## config.mk

```make
export PLATFORM = sky130hd
export DESIGN_NAME = dump_pwm
export DESIGN_NICKNAME = d
export VERILOG_FILES = /design/src/rtl/dpwm_pkg.sv /design/src/rtl/dpwm_scale.sv /design/src/rtl/dpwm_accum.sv /design/src/rtl/dpwm_mingate.sv /design/src/rtl/dump_pwm.sv
export SDC_FILE = /design/constraint.sdc
export NUM_CORES = 1
export LEC_CHECK = 0
export BUFFER_PORTS_ARGS = -buffer_cell sky130_fd_sc_hd__buf_2
export CAP_MARGIN = 10
export CORE_MARGIN = 5
export CORE_UTILIZATION = 66
export CTS_CLUSTER_SIZE = 30
export DETAILED_ROUTE_END_ITERATION = 16
export MAX_ROUTING_LAYER = met4
export PLACE_DENSITY = 0.86
export SETUP_SLACK_MARGIN = 0.5
export SYNTH_ARGS = -nofsm -noshare
export SYNTH_HDL_FRONTEND = slang
export SYNTH_SLANG_ARGS = --single-unit
```

## constraint.sdc

```tcl
create_clock -name clk -period 24.6 [get_ports clk]
set_input_delay 4.92 -clock clk [delete_from_list [all_inputs] [get_ports clk]]
set_output_delay 4.92 -clock clk [all_outputs]
set_load 0.02 [all_outputs]
```

## src/rtl/dpwm_pkg.sv

```systemverilog
// Package: shared helpers for the dump-load PWM.
// Assumes: width functions are only called at elaboration time.
package dpwm_pkg;

    // Bits needed to hold values 0..n inclusive.
    function automatic int cnt_width(input int n);
        return (n < 2) ? 1 : $clog2(n + 1);
    endfunction

    // Output level encoding, used for readability in the gate stage.
    typedef enum logic {
        LVL_LOW  = 1'b0,
        LVL_HIGH = 1'b1
    } pwm_level_e;

endpackage

```

## src/rtl/dpwm_scale.sv

```systemverilog
// Module: dpwm_scale
// Multiplies the magnitude by trim/2^TRIM_W with a shift-add chain (no
// multiplier) and drops the fractional bits.
// Assumes: purely combinational; trim is a plain unsigned fraction.
module dpwm_scale #(
    parameter int MAG_W  = 12,
    parameter int TRIM_W = 4
) (
    input  logic [MAG_W-1:0]  mag_i,
    input  logic [TRIM_W-1:0] trim_i,
    output logic [MAG_W-1:0]  scaled_o
);
    localparam int PROD_W = MAG_W + TRIM_W;

    logic [PROD_W-1:0] chain [TRIM_W+1];
    logic [PROD_W-1:0] mag_ext;

    assign mag_ext  = {{TRIM_W{1'b0}}, mag_i};
    assign chain[0] = '0;

    // One shifted partial product per trim bit, summed along the chain.
    for (genvar i = 0; i < TRIM_W; i++) begin : g_term
        assign chain[i+1] = chain[i] + (trim_i[i] ? (mag_ext << i) : '0);
    end

    // Drop the TRIM_W fractional bits; the result always fits MAG_W.
    assign scaled_o = MAG_W'(chain[TRIM_W] >> TRIM_W);
endmodule

```

## src/rtl/dpwm_accum.sv

```systemverilog
// Module: dpwm_accum
// Signed demand accumulator. It adds the scaled demand each clock and takes
// away one full-scale unit for each clock the output is high. It requests
// high at or above half-scale. Demand held back by the gate stays stored as
// a positive balance; an enforced pulse beyond the demand leaves a debt.
// Assumes: pwm_i is the registered output of the gate stage.
module dpwm_accum #(
    parameter int MAG_W   = 12,
    parameter int MIN_CYC = 200
) (
    input  logic             clk,
    input  logic             rst_n,
    input  logic             en_i,
    input  logic [MAG_W-1:0] dem_i,
    input  logic             pwm_i,
    output logic             req_o
);
    import dpwm_pkg::*;

    localparam int ACC_W = MAG_W + cnt_width(MIN_CYC) + 2;
    localparam logic signed [ACC_W:0]   FULL_S = {{(ACC_W-MAG_W){1'b0}}, 1'b1, {MAG_W{1'b0}}};
    localparam logic signed [ACC_W:0]   MAX_S  = {2'b00, {(ACC_W-1){1'b1}}};
    localparam logic signed [ACC_W:0]   MIN_S  = {2'b11, {(ACC_W-1){1'b0}}};
    localparam logic signed [ACC_W-1:0] HALF_A = {{(ACC_W-MAG_W){1'b0}}, 1'b1, {(MAG_W-1){1'b0}}};
    localparam logic signed [ACC_W-1:0] MAX_A  = {1'b0, {(ACC_W-1){1'b1}}};

    logic signed [ACC_W-1:0] acc_q;
    logic signed [ACC_W-1:0] acc_nxt;
    logic signed [ACC_W:0]   ext_acc;
    logic signed [ACC_W:0]   ext_dem;
    logic signed [ACC_W:0]   sum;

    assign ext_acc = {acc_q[ACC_W-1], acc_q};
    assign ext_dem = {{(ACC_W-MAG_W+1){1'b0}}, dem_i};

    // Next balance: add demand, repay while high, saturate at signed limits.
    always_comb begin
        sum = ext_acc + ext_dem;
        if (pwm_i) begin
            sum = sum - FULL_S;
        end
        if (sum > MAX_S) begin
            acc_nxt = MAX_S[ACC_W-1:0];
        end else if (sum < MIN_S) begin
            acc_nxt = MIN_S[ACC_W-1:0];
        end else begin
            acc_nxt = sum[ACC_W-1:0];
        end
    end

    // Balance register: cleared by reset and whenever dumping is disabled.
    always_ff @(posedge clk) begin
        if (!rst_n) begin
            acc_q <= '0;
        end else if (!en_i) begin
            acc_q <= '0;
        end else begin
            acc_q <= acc_nxt;
        end
    end

    // Request high only while enabled and the balance reaches half-scale.
    assign req_o = en_i && (acc_q >= HALF_A);


    clear_when_off_chk: assert property (@(posedge clk) disable iff (!rst_n)
        !en_i |=> (acc_q == '0));


    low_grows_chk: assert property (@(posedge clk) disable iff (!rst_n)
        (en_i && !pwm_i && acc_q != MAX_A) |=> (acc_q >= $past(acc_q)));


    high_repays_chk: assert property (@(posedge clk) disable iff (!rst_n)
        (en_i && pwm_i && acc_q >= HALF_A) |=> (acc_q < $past(acc_q)));
endmodule

```

## src/rtl/dpwm_mingate.sv

```systemverilog
// Module: dpwm_mingate
// Turns the level request into output edges and holds every high and every
// low interval for at least MIN_CYC clocks. The interval counter restarts
// at 1 on each edge and saturates at MIN_CYC. Reset preloads it full, so the
// first pulse is not delayed.
// Assumes: req_i is a registered-path signal, stable for the whole clock.
module dpwm_mingate #(
    parameter int MIN_CYC = 200
) (
    input  logic clk,
    input  logic rst_n,
    input  logic req_i,
    output logic pwm_o
);
    import dpwm_pkg::*;

    localparam int CNT_W = cnt_width(MIN_CYC);
    localparam logic [CNT_W-1:0] CNT_FULL = CNT_W'(MIN_CYC);
    localparam logic [CNT_W-1:0] CNT_ONE  = CNT_W'(1);

    pwm_level_e       lvl_q;
    logic [CNT_W-1:0] cnt_q;
    logic             may_edge;

    assign may_edge = (cnt_q == CNT_FULL);

    // Level and interval counter: an edge only once the interval has elapsed.
    always_ff @(posedge clk) begin
        if (!rst_n) begin
            lvl_q <= LVL_LOW;
            cnt_q <= CNT_FULL;
        end else if (may_edge && (req_i != lvl_q)) begin
            lvl_q <= req_i ? LVL_HIGH : LVL_LOW;
            cnt_q <= CNT_ONE;
        end else if (!may_edge) begin
            cnt_q <= cnt_q + CNT_ONE;
        end
    end

    assign pwm_o = (lvl_q == LVL_HIGH);


    edge_after_min_chk: assert property (@(posedge clk) disable iff (!rst_n)
        (pwm_o != $past(pwm_o)) |-> ($past(cnt_q) == CNT_FULL));


    rise_needs_req_chk: assert property (@(posedge clk) disable iff (!rst_n)
        $rose(pwm_o) |-> $past(req_i));


    fall_needs_drop_chk: assert property (@(posedge clk) disable iff (!rst_n)
        $fell(pwm_o) |-> !$past(req_i));


    restart_on_edge_chk: assert property (@(posedge clk) disable iff (!rst_n)
        (pwm_o != $past(pwm_o)) |-> (cnt_q == CNT_ONE));
endmodule

```

## src/rtl/dump_pwm.sv

```systemverilog
// Module: dump_pwm (top)
// Dump-load PWM: trim scaling, then the demand accumulator, then the
// minimum-interval gate. The output is registered.
// Assumes: mag_i is an unsigned rectified sine sample and dump_en_i comes
// from the control loop's threshold decision, both synchronous to clk.
module dump_pwm #(
    parameter int MAG_W   = 12,
    parameter int TRIM_W  = 4,
    parameter int MIN_CYC = 200
) (
    input  logic              clk,
    input  logic              rst_n,
    input  logic [MAG_W-1:0]  mag_i,
    input  logic              dump_en_i,
    input  logic [TRIM_W-1:0] trim_i,
    output logic              pwm_o
);
    logic [MAG_W-1:0] scaled;
    logic             req;
    logic             pwm;

    dpwm_scale #(.MAG_W(MAG_W), .TRIM_W(TRIM_W)) u_scale (
        .mag_i    (mag_i),
        .trim_i   (trim_i),
        .scaled_o (scaled)
    );

    dpwm_accum #(.MAG_W(MAG_W), .MIN_CYC(MIN_CYC)) u_accum (
        .clk   (clk),
        .rst_n (rst_n),
        .en_i  (dump_en_i),
        .dem_i (scaled),
        .pwm_i (pwm),
        .req_o (req)
    );

    dpwm_mingate #(.MIN_CYC(MIN_CYC)) u_gate (
        .clk   (clk),
        .rst_n (rst_n),
        .req_i (req),
        .pwm_o (pwm)
    );

    assign pwm_o = pwm;


    zero_trim_chk: assert property (@(posedge clk) disable iff (!rst_n)
        (trim_i == '0) |-> (scaled == '0));


    stays_low_chk: assert property (@(posedge clk) disable iff (!rst_n)
        (!dump_en_i && !pwm_o) |=> !pwm_o);
endmodule

```

==> results.toml <==
[run_status]
outcome = "completed"

[timing]
post-route-min-period_ns = 11.98
relSlewSlack_pct = 50.7
finalHoldViolCount = 0
rsz0062_at_grt = "false"
finalSetupViolCount = 0
max_freq_ghz = 0.0835
fin_skew_ns = 0.00234
period_share_pct = 48.7
worst_pin_slew_ns = 0.732
slew_violations = 0
timing.hold.ws_ns = 0.509
tns_ns = 0

[cts]
clk_latency_ns = 0.28
cts_tree = "done"
clock_sinks = 31
cts_resized = 0
holdBufCountCts = 0
post-cts-setup-buffers = 0
clkTransAtPathRegs_ns = 0.07
cts_made_buffers = 5
htree_levels = 2
cts_max_path_buffers = 2
root_buffer = "clkbuf_8"

[logic_synthesis]
ys_top_cells_by_area = "dfxtp_1, fa_1, ha_1"
yosysUniqueCellTypes = 67
synth_cells = 438
syn_nets = 509
avgSynthCellArea_um2 = 8.31
yosysSeqAreaShare_pct = 17.1
postSynth.asyncResetShare_pct = 0
ys_ff_latch = 31
yosysWarnings = 0
yosysMostFrequentCell = "inv_1"
synth_top_area_cell = "dfxtp_1"
synth.top_cells.by_count = "inv_1, nand2_1, dfxtp_1, ha_1, and2_1"
synth-edff-count = 0
synth_area_um2 = 3640
synth.top_cell.area_share_pct = 17.1
synth_ff_type = "dfxtp_1"

[die]
rows = 27
die-area_um2 = 7100
fp.dieH_um = 84.3
ioPinCount = 20
coreArea_um2 = 5440
die-width_um = 84.3
initial_utilization_pct = 66.9

[global_routing]
grt_max_degree = 20
overflow = 0
gr-usage-all-layers_pct = 23.0
grt_pass1_vias = 3084
grt_pass1_wl_um = 13400
antenna_found_initial = 0

[placed_design]
gp_congestion = 0.964
port_buffers = 19
dpl.hpwl_um = 5860

[layout]
finalNetCount = 522
drive_gt1_share_pct = 11.3
final_util_pct = 70.6
area_growth_pct = 5.57
antenna_cells = 0

[setup_path]
endpoint = "u_accum.acc_q[1]"
end_kind = "register"
crit_required_ns = 24.73
startpoint = "trim_i[3]"
criticalPathCategory = "in2reg"
r2r_start = "u_accum.acc_q[5]"
worstSetupStartpointType = "primary input"
max_stage_delay_ns = 0.61
worst_ep_arrival_time_ns = 12.11
timing.rr.end = "u_accum.acc_q[1]"
r2r_slack_ns = 20.53
worstRegToRegCells = 14
crit_path_max_fanout = 12
slowest_stage = "o21ai_0"

[drt]
drc = 0
wl_per_cell_um = 14.3
viasPerCell = 5.88
ant_nets = 0
firstDrtPassIters = 4
num_vias = 3081
drt_iter0_markers = 112
wl_um = 7520

[power_and_ir_drop]
ir_worst_vdd_v = 0.0000690
leakage_nw = 1.82
powerDensity_nw_per_um2 = 90.8

[worst_hold_path]
min_path_type = "reg2reg"

[flow_run]
cap_violations = 0
## flip-flops by register name, summed over array words and instances, names as in the netlist
register / count
u_accum.acc_q: 22
u_gate.pwm_o: 1
u_gate.cnt_q: 8
## worst max-delay path: cells and delay by family
family | cells | cell delay, ns
and+or+nand+nor | 9 | 1.42
buffers and inverters | 1 | 0.16
AOI/OAI and AO/OA | 12 | 2.78
adders and majority gates | 5 | 2.12
muxes | 1 | 0.27
xor gates and xnor gates | 2 | 0.41
## metal layers
| layer | vias to the layer above | share of wire [%] | global-route usage (%) |
|---|---|---|---|
| met5 | - | 0 | - |
| met4 | 0 | 1.1 | 5.26 |
| met3 | 11 | 5.5 | 4.71 |
| met2 | 73 | 51 | 39.0 |
| met1 | 1475 | 43 | 28.1 |
| li1 | 1522 | - | - |
## through the flow
stage | worst slack [ns] | total power, W | cell area (µm²) | std cells
CTS | 12.73 | 0.000348 | 3840 | 524
finish | 12.62 | 0.000349 | 3840 | 524
global route | 12.03 | 0.000381 | 3840 | 524
global placement | 12.89 | 0.000283 | 3720 | 516
floorplan | 13.38 | 0.000255 | 3640 | 438
detailed placement | 12.51 | 0.000291 | 3720 | 516
## area by class of cell
class / count / area (µm²)
multi-input cells: 346 / 2740
fillers: 439 / 1600
flip-flops and latches: 31 / 621
inverters: 48 / 180
repair buffers: 19 / 95.1
well taps: 72 / 90.1
clock buffers: 6 / 82.6
clock inverters: 2 / 35.0
## logic make-up after synthesis
kind of cell | synth area share (%)
XOR/XNOR | 9.66
flip-flops | 17.1
buffers and inverters | 7.70
multiplexers | 1.13
AND/OR/NAND/NOR | 22.5
adder cells (fa/ha/maj) | 22.4
AO/OA/AOI/OAI | 19.6
## cell usage in the layout (no fill, tap or decap), drive strengths merged, types with 4 or more instances in the layout
cell type / count
nand3: 13
nor3: 10
ha: 30
a21oi: 25
xor2: 12
fa: 22
nor4: 5
or2: 4
nand2b: 5
nor2: 24
nor2b: 4
xnor2: 26
dfxtp: 31
clkbuf: 6
a211oi: 4
a21boi: 10
a21o: 17
o21ai: 13
nand2: 41
and2: 29
and3: 6
inv: 48
buf: 19
o211ai: 6
## where the power goes
group	switching [W]	internal, W	leakage [nW]	total (W)
Clock	0.0000201	0.0000328	0.0612	0.0000528
Combinational	0.000119	0.0000968	1.50	0.000216
Sequential	0.0000159	0.0000639	0.253	0.0000798
## worst min path at each step
stage,startpoint,to,slack (ns),depth (start not counted)
2_1_floorplan,u_gate.cnt_q[7],u_gate.cnt_q[7],0.46,1
3_3_place_gp,u_gate.cnt_q[7],u_gate.cnt_q[7],0.48,1
3_5_place_dp,u_gate.cnt_q[7],u_gate.cnt_q[7],0.50,1
4_1_cts,u_gate.cnt_q[7],u_gate.cnt_q[7],0.51,1
5_1_grt,u_gate.cnt_q[7],u_gate.cnt_q[7],0.54,1
6_report,u_gate.cnt_q[7],u_gate.cnt_q[7],0.51,1
No activity file was read; power rests on OpenSTA's default activity.
